**config.mk**
```make
export PLATFORM = sky130hd
export DESIGN_NAME = rxq_index_mgr
export DESIGN_NICKNAME = d
export VERILOG_FILES = /design/src/rtl/rxq_pkg.sv /design/src/rtl/rxq_cfg_decode.sv /design/src/rtl/rxq_ptr_core.sv /design/src/rtl/rxq_irq_flags.sv /design/src/rtl/rxq_index_mgr.sv
export SDC_FILE = /design/constraint.sdc
export NUM_CORES = 1
export LEC_CHECK = 0
export BUFFER_PORTS_ARGS = -buffer_cell sky130_fd_sc_hd__buf_2
export CELL_PAD_IN_SITES_DETAIL_PLACEMENT = 0
export CELL_PAD_IN_SITES_GLOBAL_PLACEMENT = 1
export CORE_MARGIN = 1.5
export CORE_UTILIZATION = 38
export CTS_CLUSTER_SIZE = 25
export DETAILED_ROUTE_END_ITERATION = 6
export PLACE_DENSITY = 0.92
export SYNTH_ARGS = -nofsm -noshare
export SYNTH_HDL_FRONTEND = slang
export SYNTH_SLANG_ARGS = --single-unit
```
**constraint.sdc**
```tcl
create_clock -name clk -period 3.85 [get_ports clk]
set_clock_uncertainty 0.1 [all_clocks]
set_input_delay 0.1925 -clock clk [delete_from_list [all_inputs] [get_ports clk]]
set_output_delay 0.1925 -clock clk [all_outputs]
set_load 0.05 [all_outputs]
```
**src/rtl/rxq_pkg.sv**
```systemverilog
package rxq_pkg;
  localparam int MAX_ELEMS = 64;
  localparam int IDX_W     = 6;
  localparam int LVL_W     = 7;
  localparam int CODE_W    = 7;

  // Clamp a depth code to the supported element count.
  function automatic logic [LVL_W-1:0] clamp_size(input logic [CODE_W-1:0] code);
    if (int'(code) > MAX_ELEMS) return LVL_W'(MAX_ELEMS);
    return LVL_W'(code);
  endfunction

  // Watermark is usable only for 1..MAX_ELEMS.
  function automatic logic wmark_on(input logic [CODE_W-1:0] code);
    return (code != '0) && (int'(code) <= MAX_ELEMS);
  endfunction

  // Step an index around a ring of `count` slots.
  function automatic logic [IDX_W-1:0] ring_next(input logic [IDX_W-1:0] idx,
                                                 input logic [LVL_W-1:0] count);
    if ({1'b0, idx} == count - LVL_W'(1)) return '0;
    return idx + IDX_W'(1);
  endfunction
endpackage

```
**src/rtl/rxq_cfg_decode.sv**
```systemverilog
module rxq_cfg_decode
  import rxq_pkg::*;
(
  input  logic [CODE_W-1:0] size_code,
  input  logic [CODE_W-1:0] wm_code,
  output logic [LVL_W-1:0]  size_eff,
  output logic              exists,
  output logic              wm_en,
  output logic [LVL_W-1:0]  wm_lvl
);
  always_comb begin
    size_eff = clamp_size(size_code);
    exists   = (size_eff != '0);
    wm_en    = wmark_on(wm_code);
    wm_lvl   = LVL_W'(wm_code);
  end
endmodule

```
**src/rtl/rxq_ptr_core.sv**
```systemverilog
module rxq_ptr_core
  import rxq_pkg::*;
(
  input  logic             clk,
  input  logic             rst_n,
  input  logic [LVL_W-1:0] size_eff,
  input  logic             exists,
  input  logic             ovw_mode,
  input  logic             wr_stb,
  input  logic             rd_ack,
  output logic [IDX_W-1:0] put_q,
  output logic [IDX_W-1:0] get_q,
  output logic [LVL_W-1:0] lvl_q,
  output logic [LVL_W-1:0] lvl_d,
  output logic             full_now,
  output logic             take_evt,
  output logic             store_evt,
  output logic             ovw_evt,
  output logic             lost_evt
);
  logic [IDX_W-1:0] put_d, get_d;

  always_comb begin
    full_now  = exists && (lvl_q == size_eff);
    take_evt  = exists && rd_ack && (lvl_q != '0);
    store_evt = exists && wr_stb && (!full_now || take_evt);
    ovw_evt   = exists && wr_stb && full_now && !take_evt && ovw_mode;
    lost_evt  = exists && wr_stb && full_now && !take_evt && !ovw_mode;

    put_d = put_q;
    get_d = get_q;
    lvl_d = lvl_q;
    if (store_evt || ovw_evt) put_d = ring_next(put_q, size_eff);
    if (take_evt  || ovw_evt) get_d = ring_next(get_q, size_eff);
    if (store_evt && !take_evt)      lvl_d = lvl_q + LVL_W'(1);
    else if (take_evt && !store_evt) lvl_d = lvl_q - LVL_W'(1);
  end

  always_ff @(posedge clk or negedge rst_n) begin
    if (!rst_n) begin
      put_q <= '0;
      get_q <= '0;
      lvl_q <= '0;
    end else begin
      put_q <= put_d;
      get_q <= get_d;
      lvl_q <= lvl_d;
    end
  end
endmodule

```
**src/rtl/rxq_irq_flags.sv**
```systemverilog
module rxq_irq_flags
  import rxq_pkg::*;
(
  input  logic             clk,
  input  logic             rst_n,
  input  logic             exists,
  input  logic [LVL_W-1:0] size_eff,
  input  logic             wm_en,
  input  logic [LVL_W-1:0] wm_lvl,
  input  logic [LVL_W-1:0] lvl_q,
  input  logic [LVL_W-1:0] lvl_d,
  input  logic             lost_evt,
  input  logic             clr,
  output logic             wm_evt,
  output logic             full_evt,
  output logic             irq_wm,
  output logic             irq_full,
  output logic             irq_lost
);
  always_comb begin
    wm_evt   = wm_en && (lvl_d != lvl_q) && (lvl_d == wm_lvl);
    full_evt = exists && (lvl_d != lvl_q) && (lvl_d == size_eff);
  end

  always_ff @(posedge clk or negedge rst_n) begin
    if (!rst_n) begin
      irq_wm   <= 1'b0;
      irq_full <= 1'b0;
      irq_lost <= 1'b0;
    end else begin
      irq_wm   <= wm_evt   | (irq_wm   & ~clr);
      irq_full <= full_evt | (irq_full & ~clr);
      irq_lost <= lost_evt | (irq_lost & ~clr);
    end
  end
endmodule

```
**src/rtl/rxq_index_mgr.sv**
```systemverilog
module rxq_index_mgr
  import rxq_pkg::*;
#(
  parameter int ELEM_WORDS = 4,
  parameter int START_W    = 14,
  parameter int ADDR_W     = 16
) (
  input  logic                clk,
  input  logic                rst_n,
  input  logic [CODE_W-1:0]   cfg_size,
  input  logic [CODE_W-1:0]   cfg_wmark,
  input  logic                cfg_ovw,
  input  logic [START_W-1:0]  cfg_start,
  input  logic                wr_stb,
  input  logic                rd_ack,
  input  logic                irq_clr,
  output logic [ADDR_W-1:0]   wr_addr,
  output logic [IDX_W-1:0]    put_idx,
  output logic [IDX_W-1:0]    get_idx,
  output logic [LVL_W-1:0]    fill_lvl,
  output logic                full,
  output logic                irq_wm,
  output logic                irq_full,
  output logic                irq_lost
);
  localparam int MUL_W = ADDR_W + 8;

  logic [LVL_W-1:0] size_eff, wm_lvl, lvl_d;
  logic             exists, wm_en;
  logic             take_evt, store_evt, ovw_evt, lost_evt, wm_evt, full_evt;

  function automatic logic [ADDR_W-1:0] slot_addr(input logic [START_W-1:0] base,
                                                  input logic [IDX_W-1:0]   idx);
    logic [MUL_W-1:0] off;
    off = MUL_W'(idx) * MUL_W'(ELEM_WORDS);
    return ADDR_W'(MUL_W'(base) + off);
  endfunction

  rxq_cfg_decode u_dec (
    .size_code (cfg_size),
    .wm_code   (cfg_wmark),
    .size_eff  (size_eff),
    .exists    (exists),
    .wm_en     (wm_en),
    .wm_lvl    (wm_lvl)
  );

  rxq_ptr_core u_ptr (
    .clk       (clk),
    .rst_n     (rst_n),
    .size_eff  (size_eff),
    .exists    (exists),
    .ovw_mode  (cfg_ovw),
    .wr_stb    (wr_stb),
    .rd_ack    (rd_ack),
    .put_q     (put_idx),
    .get_q     (get_idx),
    .lvl_q     (fill_lvl),
    .lvl_d     (lvl_d),
    .full_now  (full),
    .take_evt  (take_evt),
    .store_evt (store_evt),
    .ovw_evt   (ovw_evt),
    .lost_evt  (lost_evt)
  );

  rxq_irq_flags u_irq (
    .clk      (clk),
    .rst_n    (rst_n),
    .exists   (exists),
    .size_eff (size_eff),
    .wm_en    (wm_en),
    .wm_lvl   (wm_lvl),
    .lvl_q    (fill_lvl),
    .lvl_d    (lvl_d),
    .lost_evt (lost_evt),
    .clr      (irq_clr),
    .wm_evt   (wm_evt),
    .full_evt (full_evt),
    .irq_wm   (irq_wm),
    .irq_full (irq_full),
    .irq_lost (irq_lost)
  );

  assign wr_addr = slot_addr(cfg_start, put_idx);
endmodule

```
# After elaboration in Yosys (flattened, before gate mapping)
# Index checks and enable logic that the tools add are counted.
# totals
ff_bits	22
latchBits	0
ram_bits	0
rom_bits	0
input_bits	34
out_inout_bits	39
wordCells	66
memories	0
# classes
addsub	6
mul	0
n_div	0
n_lt_le_gt_ge	2
n_eq_ne	6
shift	0
mux	13
bitwise	7
n_reduce_logical	26
# op_table
op	count
$mux W7	4
$mux W6	4
$eq A7 B7 Y1	3
$reduce_bool A7 Y1	3
$logic_and A1 B1 Y1	16
$add A14 B8 Y15	1
$eq A6 B7 Y1	2
$sub A7 B1 Y7 const B	2
$add A6 B1 Y6 const B	2
$add A7 B1 Y7 const B	1
$gt A7 B7 Y1 const B	1
$le A7 B7 Y1 const B	1
$ne A7 B7 Y1	1
$mux W1	5
$logic_not A1 Y1	4
$and A1 B1 Y1	3
$logic_or A1 B1 Y1	3
$or A1 B1 Y1	3
$not A1 Y1	1

# Depth between registers and ports, before layout
# Gate-level depths: netlist of run 1.
# logic_depth
depth_word	16
ltp_mapped	14
mapped_depth_nobuf	13

# Modules after synthesis
# A second synthesis of run 1 with hierarchy kept.
# unflattened
cells_unflattened	300
hier_area_um2	2655.0
# modules_own_cells
mod	instances	cells_per_inst	area_each_um2	seq_area_each_um2
rxq_ptr_core	1	183	1721.7	475.5
rxq_index_mgr	1	59	436.7	0.0
rxq_irq_flags	1	38	357.8	75.1
rxq_cfg_decode	1	20	138.9	0.0

# Worst setup path after synthesis of run 1
# OpenSTA, ideal clock, no wires.
# synth_path
kind	register to register
startpoint	register u_ptr.lvl_q[0]
endpoint	register u_irq.irq_full
setup_ns	0.104
t_arrival_ns	3.173
t_required_ns	3.646
path_slack_ns	0.473
path_stages_with_launch	12
n_path_buf	1
synth_period_minus_slack_ns	3.377
path_cell_list	dfrtp_1 -> clkbuf_1 -> inv_1 -> ha_1 -> a31oi_1 -> nand4_1 -> nor4_1 -> a31oi_2 -> xnor2_1 -> or3_1 -> o211a_1 -> o41ai_2
# synth_between
elab_chain_cells	13
word_cells_on_any_way	20
cone_classes	add/sub (2); eq/ne (3); mux (2); bitwise (1); reduce/logical (12)
# synth_lines
item	line_no	text
start, declared	rxq_ptr_core.sv:13	output logic [LVL_W-1:0] lvl_q,
start signal, assigned	rxq_ptr_core.sv:47	lvl_q <= lvl_d;
$eq A7 B7 Y1	rxq_ptr_core.sv:24	full_now = exists && (lvl_q == size_eff);
$logic_and A1 B1 Y1	rxq_ptr_core.sv:24	
$logic_not A1 Y1	rxq_ptr_core.sv:26	store_evt = exists && wr_stb && (!full_now || take_evt);
$logic_or A1 B1 Y1	rxq_ptr_core.sv:26	
$logic_and A1 B1 Y1	rxq_ptr_core.sv:26	
$logic_not A1 Y1	rxq_ptr_core.sv:36	else if (take_evt && !store_evt) lvl_d = lvl_q - LVL_W'(1);
$logic_and A1 B1 Y1	rxq_ptr_core.sv:36	
$mux W7	rxq_ptr_core.sv:36	
$mux W7 (*)	rxq_ptr_core.sv:35	if (store_evt && !take_evt) lvl_d = lvl_q + LVL_W'(1);
net lvl_d[5]	rxq_index_mgr.sv:28	logic [LVL_W-1:0] size_eff, wm_lvl, lvl_d;
$ne A7 B7 Y1	rxq_irq_flags.sv:22	full_evt = exists && (lvl_d != lvl_q) && (lvl_d == size_eff);
$logic_and A1 B1 Y1	rxq_irq_flags.sv:22	
$logic_and A1 B1 Y1 (*)	rxq_irq_flags.sv:22	
$or A1 B1 Y1 (*)	rxq_irq_flags.sv:32	irq_full <= full_evt | (irq_full & ~clr);
end signal, assigned	rxq_irq_flags.sv:32	
end, declared	rxq_irq_flags.sv:17	output logic irq_full,
# The timed path passes the listed nets; every way through them passes the cells marked *.
# A chain may end at the register's enable or synchronous reset.

# Final worst setup path of run 1
# layout_path
startpoint	register u_ptr.lvl_q[1]
endpoint	register u_irq.irq_full
# The elaborated chain is that of the path after synthesis.

==> results of run 1 <==
[placed cells by master (no fill, tap or decap), drive strengths merged, types with 4 or more instances in the layout]
master   n
a21oi   11
and3     7
buf     71
dfrtp   22
ha      12
inv     19
nand2   24
nand3   10
nand4    5
nor2    14
nor2b    5
nor3     8
nor3b    4
nor4     5
o21ai   21
o22ai    4
xnor2   29
xor2    14
[stage by stage]
stage	instance area, um^2	hold slack [ns]	total power [mW]	setup slack (ns)	std cells
floorplan	2350	-0.203	1.68	0.473	281
global route	2810	0.0482	2.42	0.320	418
finish	2810	0.0489	2.27	0.553	418
detailed placement	2730	0.115	2.04	0.346	413
CTS	2810	0.0524	2.27	0.585	418
global placement	2730	0.0994	2.02	0.500	413
[final cells by class]
type                       instances  area (um^2)
sequential                        22          551
timing repair buffer              72          375
tap                               75         93.8
clock inverter                     1         30.0
fill                             603         3150
inverter                          19         71.3
clock buffer                       3         41.3
multi-input combinational        226         1650
[sequential cells by signal, indices dropped and copies added (netlist names)]
signal and count:
u_ptr.get_q 6, u_ptr.put_q 6, u_irq.irq_wm 1, u_irq.irq_full 1
u_irq.irq_lost 1, u_ptr.lvl_q 7
[logic make-up (layout without fill, tap and decap cells)]
| group | count (synthesis) | after routing | share of synthesized area, % |
|---|---|---|---|
| compound gates | 63 | 63 | 20.1 |
| xor+xnor | 44 | 44 | 17.0 |
| fa+ha+maj | 13 | 13 | 7.25 |
| buf+inv | 33 | 95 | 6.39 |
| flops | 22 | 22 | 23.4 |
| mux | 2 | 2 | 0.906 |
| other cells | 1 | 1 | 0.160 |
| simple gates | 103 | 103 | 24.7 |
[worst paths after layout]
kind / slack [ns] / startpoint / depth (start not counted) / to
min in group asynchronous: 0.33 / rst_n / 2 / u_ptr.put_q[3]
min reg2reg: 0.41 / u_irq.irq_full / 2 / u_irq.irq_full
min: 0.05 / irq_clr / 2 / u_irq.irq_lost
max: 0.55 / u_ptr.lvl_q[1] / 10 / u_irq.irq_full
max in group asynchronous: 2.96 / rst_n / 2 / u_ptr.lvl_q[5]
max reg2reg: 0.55 / u_ptr.lvl_q[1] / 10 / u_irq.irq_full
[power by group]
part	internal [mW]	switching, mW	total [mW]	leakage [nW]
logic	0.507	1.06	1.56	0.983
registers	0.317	0.165	0.482	0.266
clock network	0.139	0.0879	0.227	0.0357
total	0.963	1.31	2.27	1.29
[metal layers]
metal	global-route usage, %	up-vias
met1	26.3	1133
met2	29.8	72
met5	0	-
li1	-	1127
met3	2.33	8
met4	4.58	0
==> run_results.csv, run 1 <==
group,metric,value,unit
outcome,status,"finished, final reports clean",
cts,cts_hold_buf,1,
logic_synthesis,synth.top_cells.by_count,"29 x xnor2_1, 23 x nand2_1, 22 x dfrtp_1",
routing,first_pass_iters,4,
logic_synthesis,yosysTopAreaCellShare,23.4,%
worst_setup_path,crit_path_max_fanout,9,
placement,gp_congestion,0.924,
timing,setup_viol,0,
logic_synthesis,synth.distinct_cells,64,
final_layout,drive_above_1_share,26.8,%
logic_synthesis,yosys_most_used_dff,"dfrtp_1",
timing,final.period_utilization,85.6,%
worst_setup_path,worst_ep_arrival_time,3.37,ns
logic_synthesis,syn_avg_cell_area,8.36,um^2
hold_path,hp-class,"primary input to register",
logic_synthesis,syn_inst,281,
final_layout,antenna_cells,0,
cts,path_clk_slew,0.10,ns
timing,clock.fmax,0.303,GHz
routing,dr_wl_met2,2.91,mm
logic_synthesis,synth_area_leaders,"dfrtp_1 23%, xnor2_1 11%, ha_1 6.4%, xor2_1 5.2%, o21ai_0 4.0%",
routing,vias_per_cell,5.60,
power_and_ir_drop,p_per_area,809,mW/mm^2
floorplanning,fp.dieW,81.6,um
routing,wl_met3,339,um
global_routing,grt_max_degree,23,
logic_synthesis,synth_edf_count,0,
worst_setup_path,crit_buf_inv,1,
routing,via_count,2340,
logic_synthesis,synth-seq-cells,22,
worst_setup_path,slowest_stage,"a31oi_1",
logic_synthesis,yosysTopAreaCell,"dfrtp_1",
routing,drt_iter0_drc,157,
worst_setup_path,crit_chain,"inv_1, ha_1, a31oi_1, nand4_1, nor4_1, a31oi_2, xnor2_1, or3_1, o211a_1, o41ai_2",
routing,antenna_left,0,
routing,top_layer,"met4",
final_layout,layout.nets,391,
worst_setup_path,critPathRequiredTime,3.92,ns
routing,wl_met1,2.89,mm
cts,clkLatencyLatePin,0.27,ns
worst_setup_path,cp-start-kind,"register",
global_routing,grt_use_total,18.5,%
final_layout,area_delta_synth_final,19.7,%
floorplanning,design.die.area,0.00666,mm^2
cts,clock_sinks,22,
placement,place_hpwl,4.73,mm
logic_synthesis,async_flop_share,100,%
timing,period_needed,3.30,ns
final_layout,post-route-util,47.2,%
worst_setup_path,worst_path_largest_cell_delay,0.53,ns
worst_setup_path,path_class,"register to register",
placement,portBuffers,67,
cts,cts_setup_buffers,0,
routing,drc,0,
cts,cts_made_buffers,3,
cts,tritoncts,"built",
timing,worst_slew_pin_slew,0.793,ns
floorplanning,initial_core_util,39.4,%
logic_synthesis,yosysWarnings,0,
floorplanning,ioPinCount,73,
routing,routed_wl,6.22,mm
global_routing,first_global_vias,2046,
timing,report.final.hold_viol_count,0,
logic_synthesis,ys_seq_area_share,23.4,%
power_and_ir_drop,irDropWorstVdd,0.000487,V
global_routing,grt_pass1_wl,9.72,mm
floorplanning,die_y,81.6,um
power_and_ir_drop,leakagePower,1.29,nW
timing,slew-limit-headroom,46.7,%
cts,root_buffer,"clkbuf_8",
cts,post_cts_resized,0,
logic_synthesis,yosysMostFrequentCell,"xnor2_1",
global_routing,antenna_found_initial,0,
logic_synthesis,synth_nets,328,
logic_synthesis,netlist_area,0.00235,mm^2
routing,wl_per_cell,14.9,um
flow_run,maxCapViolCount,0,
timing,finalMaxSlewViolations,0,
timing,setup_tns,0,ns
worst_setup_path,critPathTopFamily,"compound AO/OA/AOI/OAI gates",
worst_setup_path,endpoint_kind,"register",
cts,htreeDepth,1,
global_routing,grt.overflow.total,0,
cts,clockBufferDepth,2,
floorplanning,core,0.00596,mm^2
timing,rsz0062_at_grt,"false",
floorplanning,rows,28,
No activity file was read; power rests on OpenSTA's default activity.
==> run 2, diff against run 1 <==
PLACE_DENSITY = 0.89   (was 0.92)
==> run 2 against run 1 <==
  * Critical path depth unchanged
  * Cell count unchanged
  * Non-clock buffer count unchanged
==> run_results.csv, run 2 (synthesis results as in run 1) <==
group,metric,value,unit
placement,portBuffers,67,
cts,clock_sinks,22,
routing,antenna_left,0,
cts,clkLatencyLatePin,0.27,ns
final_layout,post-route-util,47.2,%
final_layout,postLayoutCellArea,0.00281,mm^2
final_layout,top_register,"u_ptr.lvl_q",
worst_setup_path,crit_path_max_fanout,9,
worst_setup_path,worst_ep_arrival_time,3.44,ns
floorplanning,design.die.area,0.00666,mm^2
timing,worst_slew_pin_slew,0.842,ns
hold_path,hp-class,"primary input to register",
worst_setup_path,critPathRequiredTime,3.92,ns
flow_run,maxCapViolCount,0,
cts,clockBufferDepth,2,
final_layout,largest_reg_flops,7,
floorplanning,rows,28,
routing,via_count,2243,
timing,slew-limit-headroom,43.4,%
cts,path_clk_slew,0.09,ns
global_routing,grt_max_degree,23,
final_layout,final_cell_mix,"67 x buf_2, 29 x xnor2_1, 23 x nand2_1, 22 x dfrtp_1, 19 x o21ai_0",
final_layout,area_delta_synth_final,19.7,%
placement,place_hpwl,4.63,mm
power_and_ir_drop,power,2.26,mW
cts,htreeDepth,1,
timing,clock.fmax,0.297,GHz
routing,wl_per_cell,14.5,um
global_routing,first_global_vias,1971,
cts,root_buffer,"clkbuf_8",
timing,setup_tns,0,ns
cts,tritoncts,"built",
worst_setup_path,cp-start-kind,"register",
floorplanning,core,0.00596,mm^2
routing,first_pass_iters,4,
power_and_ir_drop,p_per_area,803,mW/mm^2
floorplanning,fp.dieW,81.6,um
final_layout,layout.nets,391,
timing,setup_viol,0,
global_routing,grt.overflow.total,0,
timing,period_needed,3.37,ns
routing,drt_iter0_drc,123,
worst_setup_path,endpoint_kind,"register",
final_layout,drive_above_1_share,26.8,%
floorplanning,die_y,81.6,um
global_routing,antenna_found_initial,0,
routing,vias_per_cell,5.37,
global_routing,grt_use_total,18.5,%
cts,cts_made_buffers,3,
outcome,status,"finished, final reports clean",
timing,report.final.hold_viol_count,0,
final_layout,layout_commonest_cell,"buf_2",
timing,final.period_utilization,87.5,%
timing,finalMaxSlewViolations,0,
final_layout,antenna_cells,0,
timing,rsz0062_at_grt,"false",
routing,routed_wl,6.05,mm
cts,cts_setup_buffers,0,
placement,place_area,0.00273,mm^2
floorplanning,initial_core_util,39.4,%
power_and_ir_drop,irDropWorstVdd,0.000497,V
final_layout,biggestRegsByFlops,"u_ptr.lvl_q (7), u_ptr.get_q (6), u_ptr.put_q (6)",
global_routing,grt_pass1_wl,9.62,mm
worst_setup_path,path_class,"register to register",
power_and_ir_drop,leakagePower,1.29,nW
routing,drc,0,
placement,gp_congestion,0.941,
floorplanning,ioPinCount,73,
## run 2: final cells by class
type | count | area, um^2
tap | 75 | 93.8
clock inverter | 1 | 30.0
sequential | 22 | 551
multi-input combinational | 226 | 1650
clock buffer | 3 | 41.3
inverter | 19 | 71.3
fill | 595 | 3150
timing repair buffer | 72 | 375
## run 2: timing repair
item | CTS | global route
hold endpoints to repair | 22 | 0
hold buffers | 1 | 0
gates resized for setup | 0 | 0
## run 2: report_power, final
group | internal [mW] | switching [mW]
Sequential | 0.317 | 0.166
Combinational | 0.507 | 1.04
Clock | 0.139 | 0.0840
Total | 0.963 | 1.29
## run 2: worst paths after layout
| check | from | endpoint | slack, ns | cells past startpoint |
|---|---|---|---|---|
| max | u_ptr.lvl_q[1] | u_irq.irq_full | 0.48 | 10 |
| min | irq_clr | u_irq.irq_wm | 0.05 | 2 |
| max reg2reg | u_ptr.lvl_q[1] | u_irq.irq_full | 0.48 | 10 |
| min reg2reg | u_irq.irq_full | u_irq.irq_full | 0.40 | 2 |
| max in group asynchronous | rst_n | u_ptr.get_q[1] | 2.98 | 2 |
| min in group asynchronous | rst_n | u_ptr.lvl_q[1] | 0.31 | 2 |
## run 2: critical path: stages, from the launching register on
cell and delay (ns):
dfrtp_1 0.52, inv_1 0.16, ha_1 0.20, a31oi_1 0.53, nand4_1 0.27, nor4_1 0.34, a31oi_2 0.09, xnor2_1 0.20
or3_1 0.39, o211a_1 0.14, o41ai_2 0.32
## run 2: routing by layer
layer / part of all wire (%) / vias up / GRT usage, %
li1: - / 1121 / -
met1: 47 / 1072 / 26.0
met2: 48 / 48 / 31.2
met3: 3.5 / 2 / 2.67
met4: 0.55 / 0 / 2.03
met5: 0 / - / 0
## run 2: per-stage QoR
step | cells | hold slack, ns | setup slack, ns
after floorplan | 281 | -0.203 | 0.473
after global placement | 413 | 0.103 | 0.476
after detailed placement | 413 | 0.102 | 0.375
after CTS | 418 | 0.0397 | 0.536
after global routing | 418 | 0.0322 | 0.303
final | 418 | 0.0465 | 0.482
